[src/rtl/vbi_gate_pkg.sv]
package vbi_gate_pkg;

  typedef enum logic [1:0] {
    STD_525I = 2'd0,
    STD_625I = 2'd1,
    STD_525P = 2'd2,
    STD_625P = 2'd3
  } vstd_e;

  typedef enum logic [1:0] {
    TM_SLAVE0 = 2'd0,
    TM_SLAVE1 = 2'd1,
    TM_SLAVE2 = 2'd2,
    TM_MASTER = 2'd3
  } tmode_e;

  // first line on which interval data may pass
  function automatic logic [31:0] win_first(vstd_e s);
    case (s)
      STD_525I: win_first = 32'd10;
      STD_625I: win_first = 32'd7;
      STD_525P: win_first = 32'd13;
      default:  win_first = 32'd6;
    endcase
  endfunction

  // last line of the interval window
  function automatic logic [31:0] win_last(vstd_e s);
    case (s)
      STD_525I: win_last = 32'd20;
      STD_625I: win_last = 32'd22;
      STD_525P: win_last = 32'd42;
      default:  win_last = 32'd43;
    endcase
  endfunction

  function automatic logic is_prog(vstd_e s);
    is_prog = (s == STD_525P) || (s == STD_625P);
  endfunction

  // slave modes 1 and 2 need the blanking-control bit
  function automatic logic needs_blank_ctl(tmode_e m);
    needs_blank_ctl = (m == TM_SLAVE1) || (m == TM_SLAVE2);
  endfunction

endpackage

[src/rtl/vbi_window.sv]
module vbi_window
  import vbi_gate_pkg::*;
#(
  parameter int LINE_W = 11
) (
  input  logic [LINE_W-1:0] line_num,
  input  vstd_e             std,
  output logic              below_win,
  output logic              in_win,
  output logic              above_win
);
  logic [31:0] ln;
  logic [31:0] lo;
  logic [31:0] hi;

  assign ln = 32'(line_num);
  assign lo = win_first(std);
  assign hi = win_last(std);

  assign below_win = ln < lo;
  assign above_win = ln > hi;
  assign in_win    = !below_win && !above_win;
endmodule

[src/rtl/vbi_policy.sv]
module vbi_policy
  import vbi_gate_pkg::*;
(
  input  vstd_e  std,
  input  tmode_e mode,
  input  logic   vbi_en_sd,
  input  logic   vbi_en_hd,
  input  logic   blank_ctl_en,
  input  logic   cgms_en,
  input  logic   cgms_line,
  input  logic   below_win,
  input  logic   in_win,
  input  logic   above_win,
  output logic   en_eff,
  output logic   mode_ok,
  output logic   cgms_ok,
  output logic   pass_d,
  output logic   ovr_d
);
  logic vbi_ok;

  assign en_eff  = is_prog(std) ? vbi_en_hd : vbi_en_sd;
  assign mode_ok = needs_blank_ctl(mode) ? blank_ctl_en : 1'b1;
  assign cgms_ok = cgms_en && cgms_line && !above_win;
  assign vbi_ok  = en_eff && mode_ok && in_win;

  always_comb begin
    if (above_win)      pass_d = 1'b1;
    else if (cgms_ok)   pass_d = 1'b1;
    else if (below_win) pass_d = 1'b0;
    else                pass_d = vbi_ok;
  end

  assign ovr_d = (mode == TM_SLAVE0) && en_eff && in_win;
endmodule

[src/rtl/vbi_gate.sv]
module vbi_gate
  import vbi_gate_pkg::*;
#(
  parameter int LINE_W = 11
) (
  input  logic              clk,
  input  logic              rst_n,
  input  logic              line_start,
  input  logic [LINE_W-1:0] line_num,
  input  logic [1:0]        std_sel,
  input  logic [1:0]        tmode,
  input  logic              vbi_en_sd,
  input  logic              vbi_en_hd,
  input  logic              blank_ctl_en,
  input  logic              cgms_en,
  input  logic              cgms_line,
  input  logic              blank_bit_in,
  output logic              pass_line,
  output logic              blank_bit_out
);
  vstd_e  std;
  tmode_e mode;
  logic   below_win, in_win, above_win;
  logic   en_eff, mode_ok, cgms_ok, pass_d, ovr_d;
  logic   pass_q, ovr_q;

  assign std  = vstd_e'(std_sel);
  assign mode = tmode_e'(tmode);

  vbi_window #(.LINE_W(LINE_W)) u_win (
    .line_num  (line_num),
    .std       (std),
    .below_win (below_win),
    .in_win    (in_win),
    .above_win (above_win)
  );

  vbi_policy u_pol (
    .std          (std),
    .mode         (mode),
    .vbi_en_sd    (vbi_en_sd),
    .vbi_en_hd    (vbi_en_hd),
    .blank_ctl_en (blank_ctl_en),
    .cgms_en      (cgms_en),
    .cgms_line    (cgms_line),
    .below_win    (below_win),
    .in_win       (in_win),
    .above_win    (above_win),
    .en_eff       (en_eff),
    .mode_ok      (mode_ok),
    .cgms_ok      (cgms_ok),
    .pass_d       (pass_d),
    .ovr_d        (ovr_d)
  );

  always_ff @(posedge clk) begin
    if (!rst_n) begin
      pass_q <= 1'b1;
      ovr_q  <= 1'b0;
    end else if (line_start) begin
      pass_q <= pass_d;
      ovr_q  <= ovr_d;
    end
  end

  assign pass_line     = pass_q;
  assign blank_bit_out = ovr_q ? 1'b0 : blank_bit_in;


  mid_line_hold_chk: assert property (@(posedge clk) disable iff (!rst_n)
    !line_start |=> $stable(pass_line));


  active_pass_chk: assert property (@(posedge clk) disable iff (!rst_n)
    (line_start && above_win) |=> pass_line);


  below_blank_chk: assert property (@(posedge clk) disable iff (!rst_n)
    (line_start && below_win && !cgms_line) |=> !pass_line);


  disabled_blank_chk: assert property (@(posedge clk) disable iff (!rst_n)
    (line_start && in_win && !en_eff && !cgms_line) |=> !pass_line);


  master_blank_bit_chk: assert property (@(posedge clk) disable iff (!rst_n)
    (line_start && mode == TM_MASTER) |=> (blank_bit_out == blank_bit_in));


  cgms_pass_chk: assert property (@(posedge clk) disable iff (!rst_n)
    (line_start && cgms_en && cgms_line) |=> pass_line);
endmodule

[config.mk]
export PLATFORM = sky130hd
export DESIGN_NAME = vbi_gate
export DESIGN_NICKNAME = d
export VERILOG_FILES = /design/src/rtl/vbi_gate_pkg.sv /design/src/rtl/vbi_window.sv /design/src/rtl/vbi_policy.sv /design/src/rtl/vbi_gate.sv
export SDC_FILE = /design/constraint.sdc
export NUM_CORES = 1
export LEC_CHECK = 0
export BUFFER_PORTS_ARGS = -buffer_cell sky130_fd_sc_hd__buf_2
export CAP_MARGIN = 25
export CORE_AREA = 5 5 42 44
export DETAILED_ROUTE_END_ITERATION = 6
export DIE_AREA = 0 0 47 49
export GPL_TIMING_DRIVEN = 0
export PLACE_DENSITY = 0.67
export SLEW_MARGIN = 15
export SYNTH_ARGS = -nofsm -noshare
export SYNTH_HDL_FRONTEND = slang
export SYNTH_SLANG_ARGS = --single-unit
[constraint.sdc]
create_clock -name clk -period 1.7 [get_ports clk]
set_input_delay 0 -clock clk [delete_from_list [all_inputs] [get_ports clk]]
set_output_delay 0 -clock clk [all_outputs]
set_load 0.02 [all_outputs]
Word level (Yosys, flattened, before mapping)
Cells that the tools add are included.
{"block": "word_totals", "output_inout_bits": 2, "in_bits": 24, "ff_bits": 2, "wordCells": 30}
{"block": "classes", "n_mux": 8, "reduce_logical": 13, "magnitude_cmp": 2, "eq_ne": 5}
{"cell": "one-hot mux 6 bit (3 select lines)", "count": 1}
{"cell": "one-hot mux 4 bit (3 select lines)", "count": 1}
{"cell": "greater-than comparator 11 x 6 -> 1 bit", "count": 1}
{"cell": "< comparator 11 x 4 -> 1 bit", "count": 1}
{"cell": "logical AND 1 bit", "count": 7}
{"cell": "equality test 2 bit (second input constant)", "count": 3}
{"cell": "two-way mux 1 bit", "count": 6}
{"cell": "equality test 2 x 1 -> 1 bit (second input constant)", "count": 2}
{"cell": "zero test 2 bit", "count": 2}
{"cell": "zero test 1 bit", "count": 2}
{"cell": "logical OR 1 bit", "count": 2}

Depth between registers and ports, before layout
{"block": "depth", "depth_word": 9, "ltp_mapped": 9, "ltp_nobuf": 9}

Hierarchy
A second synthesis with hierarchy kept.
{"block": "unflattened", "hier_cells": 56, "area_unflattened_um2": 504.2}
{"module": "vbi_window", "area_per_inst_um2": 350.3, "cells_each": 38, "instances": 1}
{"module": "vbi_policy", "area_per_inst_um2": 77.6, "cells_each": 11, "instances": 1}
{"module": "vbi_gate", "area_per_inst_um2": 76.3, "cells_each": 7, "instances": 1}

Worst setup path before layout
OpenSTA, ideal clock, no wires.
{"block": "synth_path", "path_type": "in2reg", "startpoint": "input std_sel[0]", "endpoint": "register pass_q, in the netlist pass_line", "t_arrival_ns": 1.117, "cell_stages": 7, "setup_ns": 0.128, "slack_ns": 0.454, "cell_sequence": "inv_1 -> ha_1 -> ha_1 -> a211oi_1 -> o211ai_2 -> a32oi_1 -> a31oi_1"}
{"block": "synth_via", "elab_chain_cells": 9, "elab_cells_between_ends": 19, "classes_between": "2 x order compare; 3 x eq/ne; 6 x mux; 8 x reduce/logical"}
{"item": "start, declared", "line_no": "vbi_gate.sv:10", "text": "input logic [1:0] std_sel,"}
{"item": "equality test 2 bit, or another cell as far along", "line_no": "vbi_gate_pkg.sv:19, vbi_gate_pkg.sv:29, vbi_gate_pkg.sv:38"}
{"item": "one-hot mux 4 bit (3 select lines) or one-hot mux 6 bit (3 select lines) (tied branches)", "line_no": "vbi_gate_pkg.sv:19, vbi_gate_pkg.sv:29"}
{"item": "< comparator 11 x 4 -> 1 bit or greater-than comparator 11 x 6 -> 1 bit (tied branches)", "line_no": "vbi_window.sv:20, vbi_window.sv:21"}
{"item": "zero test 1 bit (on tied branches)", "line_no": "vbi_window.sv:22, vbi_policy.sv:24"}
{"item": "logical AND 1 bit", "line_no": "vbi_window.sv:22", "text": "assign in_win = !below_win && !above_win;"}
{"item": "logical AND 1 bit", "line_no": "vbi_policy.sv:25", "text": "assign vbi_ok = en_eff && mode_ok && in_win;"}
{"item": "two-way mux 1 bit", "line_no": "vbi_policy.sv:30", "text": "else if (below_win) pass_d = 1'b0;"}
{"item": "two-way mux 1 bit", "line_no": "vbi_policy.sv:29", "text": "else if (cgms_ok) pass_d = 1'b1;"}
{"item": "two-way mux 1 bit *", "line_no": "vbi_policy.sv:28", "text": "if (above_win) pass_d = 1'b1;"}
{"item": "end signal, assigned", "line_no": "vbi_gate.sv:61", "text": "pass_q <= pass_d;"}
{"item": "end, declared", "line_no": "vbi_gate.sv:25", "text": "logic pass_q, ovr_q;"}
Mark *: on every way between the ends. The rest lies on a longest branch, timed or not.
A chain may end at the register's enable or synchronous reset.

Final worst setup path
{"block": "layout_path", "startpoint": "input std_sel[0]", "endpoint": "register ovr_q"}
{"block": "layout_via", "elab_chain_cells": 6, "elab_cells_between_ends": 15, "classes_between": "2 x order compare; 3 x eq/ne; 3 x mux; 7 x reduce/logical"}
{"item": "equality test 2 bit, or another cell as far along", "line_no": "vbi_gate_pkg.sv:19, vbi_gate_pkg.sv:29, vbi_gate_pkg.sv:38"}
{"item": "one-hot mux 4 bit (3 select lines) or one-hot mux 6 bit (3 select lines) (tied branches)", "line_no": "vbi_gate_pkg.sv:19, vbi_gate_pkg.sv:29"}
{"item": "< comparator 11 x 4 -> 1 bit or greater-than comparator 11 x 6 -> 1 bit (tied branches)", "line_no": "vbi_window.sv:20, vbi_window.sv:21"}
{"item": "zero test 1 bit", "line_no": "vbi_window.sv:22"}
{"item": "logical AND 1 bit", "line_no": "vbi_window.sv:22"}
{"item": "logical AND 1 bit *", "line_no": "vbi_policy.sv:34", "text": "assign ovr_d = (mode == TM_SLAVE0) && en_eff && in_win;"}
{"item": "end signal, assigned", "line_no": "vbi_gate.sv:62", "text": "ovr_q <= ovr_d;"}
{"item": "end, declared", "line_no": "vbi_gate.sv:25"}
Marked as above.

==> results.ini <==
[logic_synthesis]
synth_cells=54
synthArstFlopShare_pct=0
syn-num-nets=95
yosys_register_bits=2
syn_area_per_cell_sq_um=8.83
yosysWarnings=0
syn-cell-area_sq_um=477
ys.flop_type=dfxtp_1
ys_seq_area_share_pct=8.40
ys_types=24
synth-edff-count=0

[sta]
min_period_ns=1.37
rsz0062_at_grt=false
setup_viol=0
tns_ns=0
drv_slew=0
clock.fmax_ghz=0.729
fin_skew_ns=0
finalHoldViolCount=0
worst_slew_pin_slew_ns=0.265
max_slew_margin_pct=82.2
fin_crit_sh_pct=80.7

[route]
drc=0
vias=479
vias_per_cell=4.89
drt-initial-drc-count=4
finalWirelength_microns=1060
first_pass_iters=3
ant_nets=0
drt-wirelength-per-cell_microns=10.8

[finish]
layout-drive-gt1-share_pct=40.2
final_core_util_pct=46.0
final_cell_mix=buf_2 (25), ha_1 (17), inv_1 (5)
area_delta_synth_final_pct=35.2
nets=125
final_common_cell=buf_2
n_fill_cell=159
diodes=0

[grt]
grt_usage_pct=10.9
overflow=0
grt_start_max_net_pins=6
grt_pass1_vias=481
antenna_found_initial=0
grt_pass1_wl_microns=1850

[setup_path]
cp-end-kind=register
cp-start-kind=input pin
cpPeakStageDelay_ns=0.29
cp_top_family=compound AO/OA/AOI/OAI gates
arrival_ns=1.52
crit_path_top_delay_cell=ha_1
critPathMaxFanout=5
cp_data_required_time_ns=1.85
worstPathCellList=buf_2, inv_1, ha_1, o21bai_1, ha_1, a21oi_1, o21bai_1, o22ai_1, nand2_1, o21ai_1
critPathKind=in -> reg
worst-path-buf-inv=2

[hold_path]
hold_class=in -> reg

[run_status]
outcome=completed

[floorplan]
core-area_sq_um=1400
die_h_microns=49
die-area_sq_um=2300
fp-row-count=14
initial_core_util_pct=34.0
fp.dieW_microns=47
ios=26

[pwr]
netSwitchingFraction_pct=31.2
powerDensity_nw_per_um2=410
p_sw_w=0.0000825
irDropWorstVdd_mv=0.174
intPower_w=0.000182
p_seq_share_pct=18.0
combPwrFrac_pct=42.8
p_leak_nw=0.344
p_clk_share_pct=39.2

[flow_run]
drv_cap=0

[clocking]
cts_max_path_buffers=2
post-cts-setup-buffers=0
cts.repair.resized=0
root_buffer=clkbuf_4
cts_max_level=1
cts_buffers=3
cts_tree=done
postCtsHoldBufs=0
clock_latency_ns=0.22
numClockSinks=2
clkTransAtPathRegs_ns=0.03

[place]
routabilityCongestion=0.726
io_buffer_count=25

==> tightest hold or removal path, delay by kind of cell <==
kind	cells	cell delay, ns
buf+inv	1	0.09
compound gates	1	0.07
simple gates	1	0.07
==> final cells by class <==
cell class                 instances  area [sq um]  area share [%]
timing repair buffer              25           125            19.4
sequential                         2          40.0            6.21
clock buffer                       3          22.5            3.50
inverter                           5          18.8            2.91
tap                               16          20.0            3.11
multi-input combinational         47           418            64.9
==> stage by stage <==
stage	instances	worst slack [ns]	area, sq um	total power (W)	hold slack [ns]
CTS	98	0.304	644	0.000272	0.0379
finish	98	0.328	644	0.000264	0.0472
global placement	95	0.121	622	0.000158	0.269
global route	98	0.132	644	0.000300	0.0537
detailed placement	95	0.0790	622	0.000162	0.270
floorplan	54	0.454	477	0.000114	0.151
==> path summary, 6_finish.rpt <==
kind	slack, ns	start	cells after the start	endpoint
worst min register to register	0.48	ovr_q	2	ovr_q
worst min-delay path	0.05	rst_n	3	ovr_q
worst max-delay path	0.33	std_sel[0]	10	ovr_q
worst max register to register	1.05	pass_line	2	pass_line
==> power by group through the flow <==
stage | clock network, W | registers (W) | logic [W]
final | 0.000104 | 0.0000475 | 0.000113
after global routing | 0.000119 | 0.0000474 | 0.000133
after CTS | 0.000109 | 0.0000475 | 0.000116
after detailed placement | 0 | 0.0000481 | 0.000114
after global placement | 0 | 0.0000481 | 0.000110
after floorplan | 0 | 0.0000482 | 0.0000659
==> kinds of logic (layout without fill, tap and decap cells) <==
| kind of cell | after synthesis | in the layout | synth area share, % |
|---|---|---|---|
| adders and majority gates | 17 | 17 | 44.6 |
| muxes | 1 | 1 | 2.36 |
| buffers and inverters | 5 | 33 | 3.94 |
| AOI/OAI and AO/OA | 12 | 12 | 17.1 |
| DFF | 2 | 2 | 8.40 |
| and+or+nand+nor | 17 | 17 | 23.6 |
==> registers in the layout, summed over array words and instances, names as in the netlist <==
signal     count
ovr_q          1
pass_line      1
==> layer usage <==
layer | global-route usage [%] | wire length, microns
met5 | 0 | 0
met4 | 4.15 | 13
met1 | 13.1 | 453
met2 | 16.7 | 512
met3 | 4.43 | 82
==> Yosys cell counts, types with 2 or more instances <==
| cell | instances | area share [%] |
|---|---|---|
| a21oi_1 | 3 | 3.1 |
| dfxtp_1 | 2 | 8.4 |
| ha_1 | 17 | 45 |
| inv_1 | 5 | 3.9 |
| nand2b_1 | 3 | 3.9 |
| nand3_1 | 3 | 3.1 |
| nand3b_1 | 2 | 3.1 |
| nor2_1 | 2 | 1.6 |
| o21bai_1 | 2 | 3.1 |
Power figures use the tool's default switching activity.
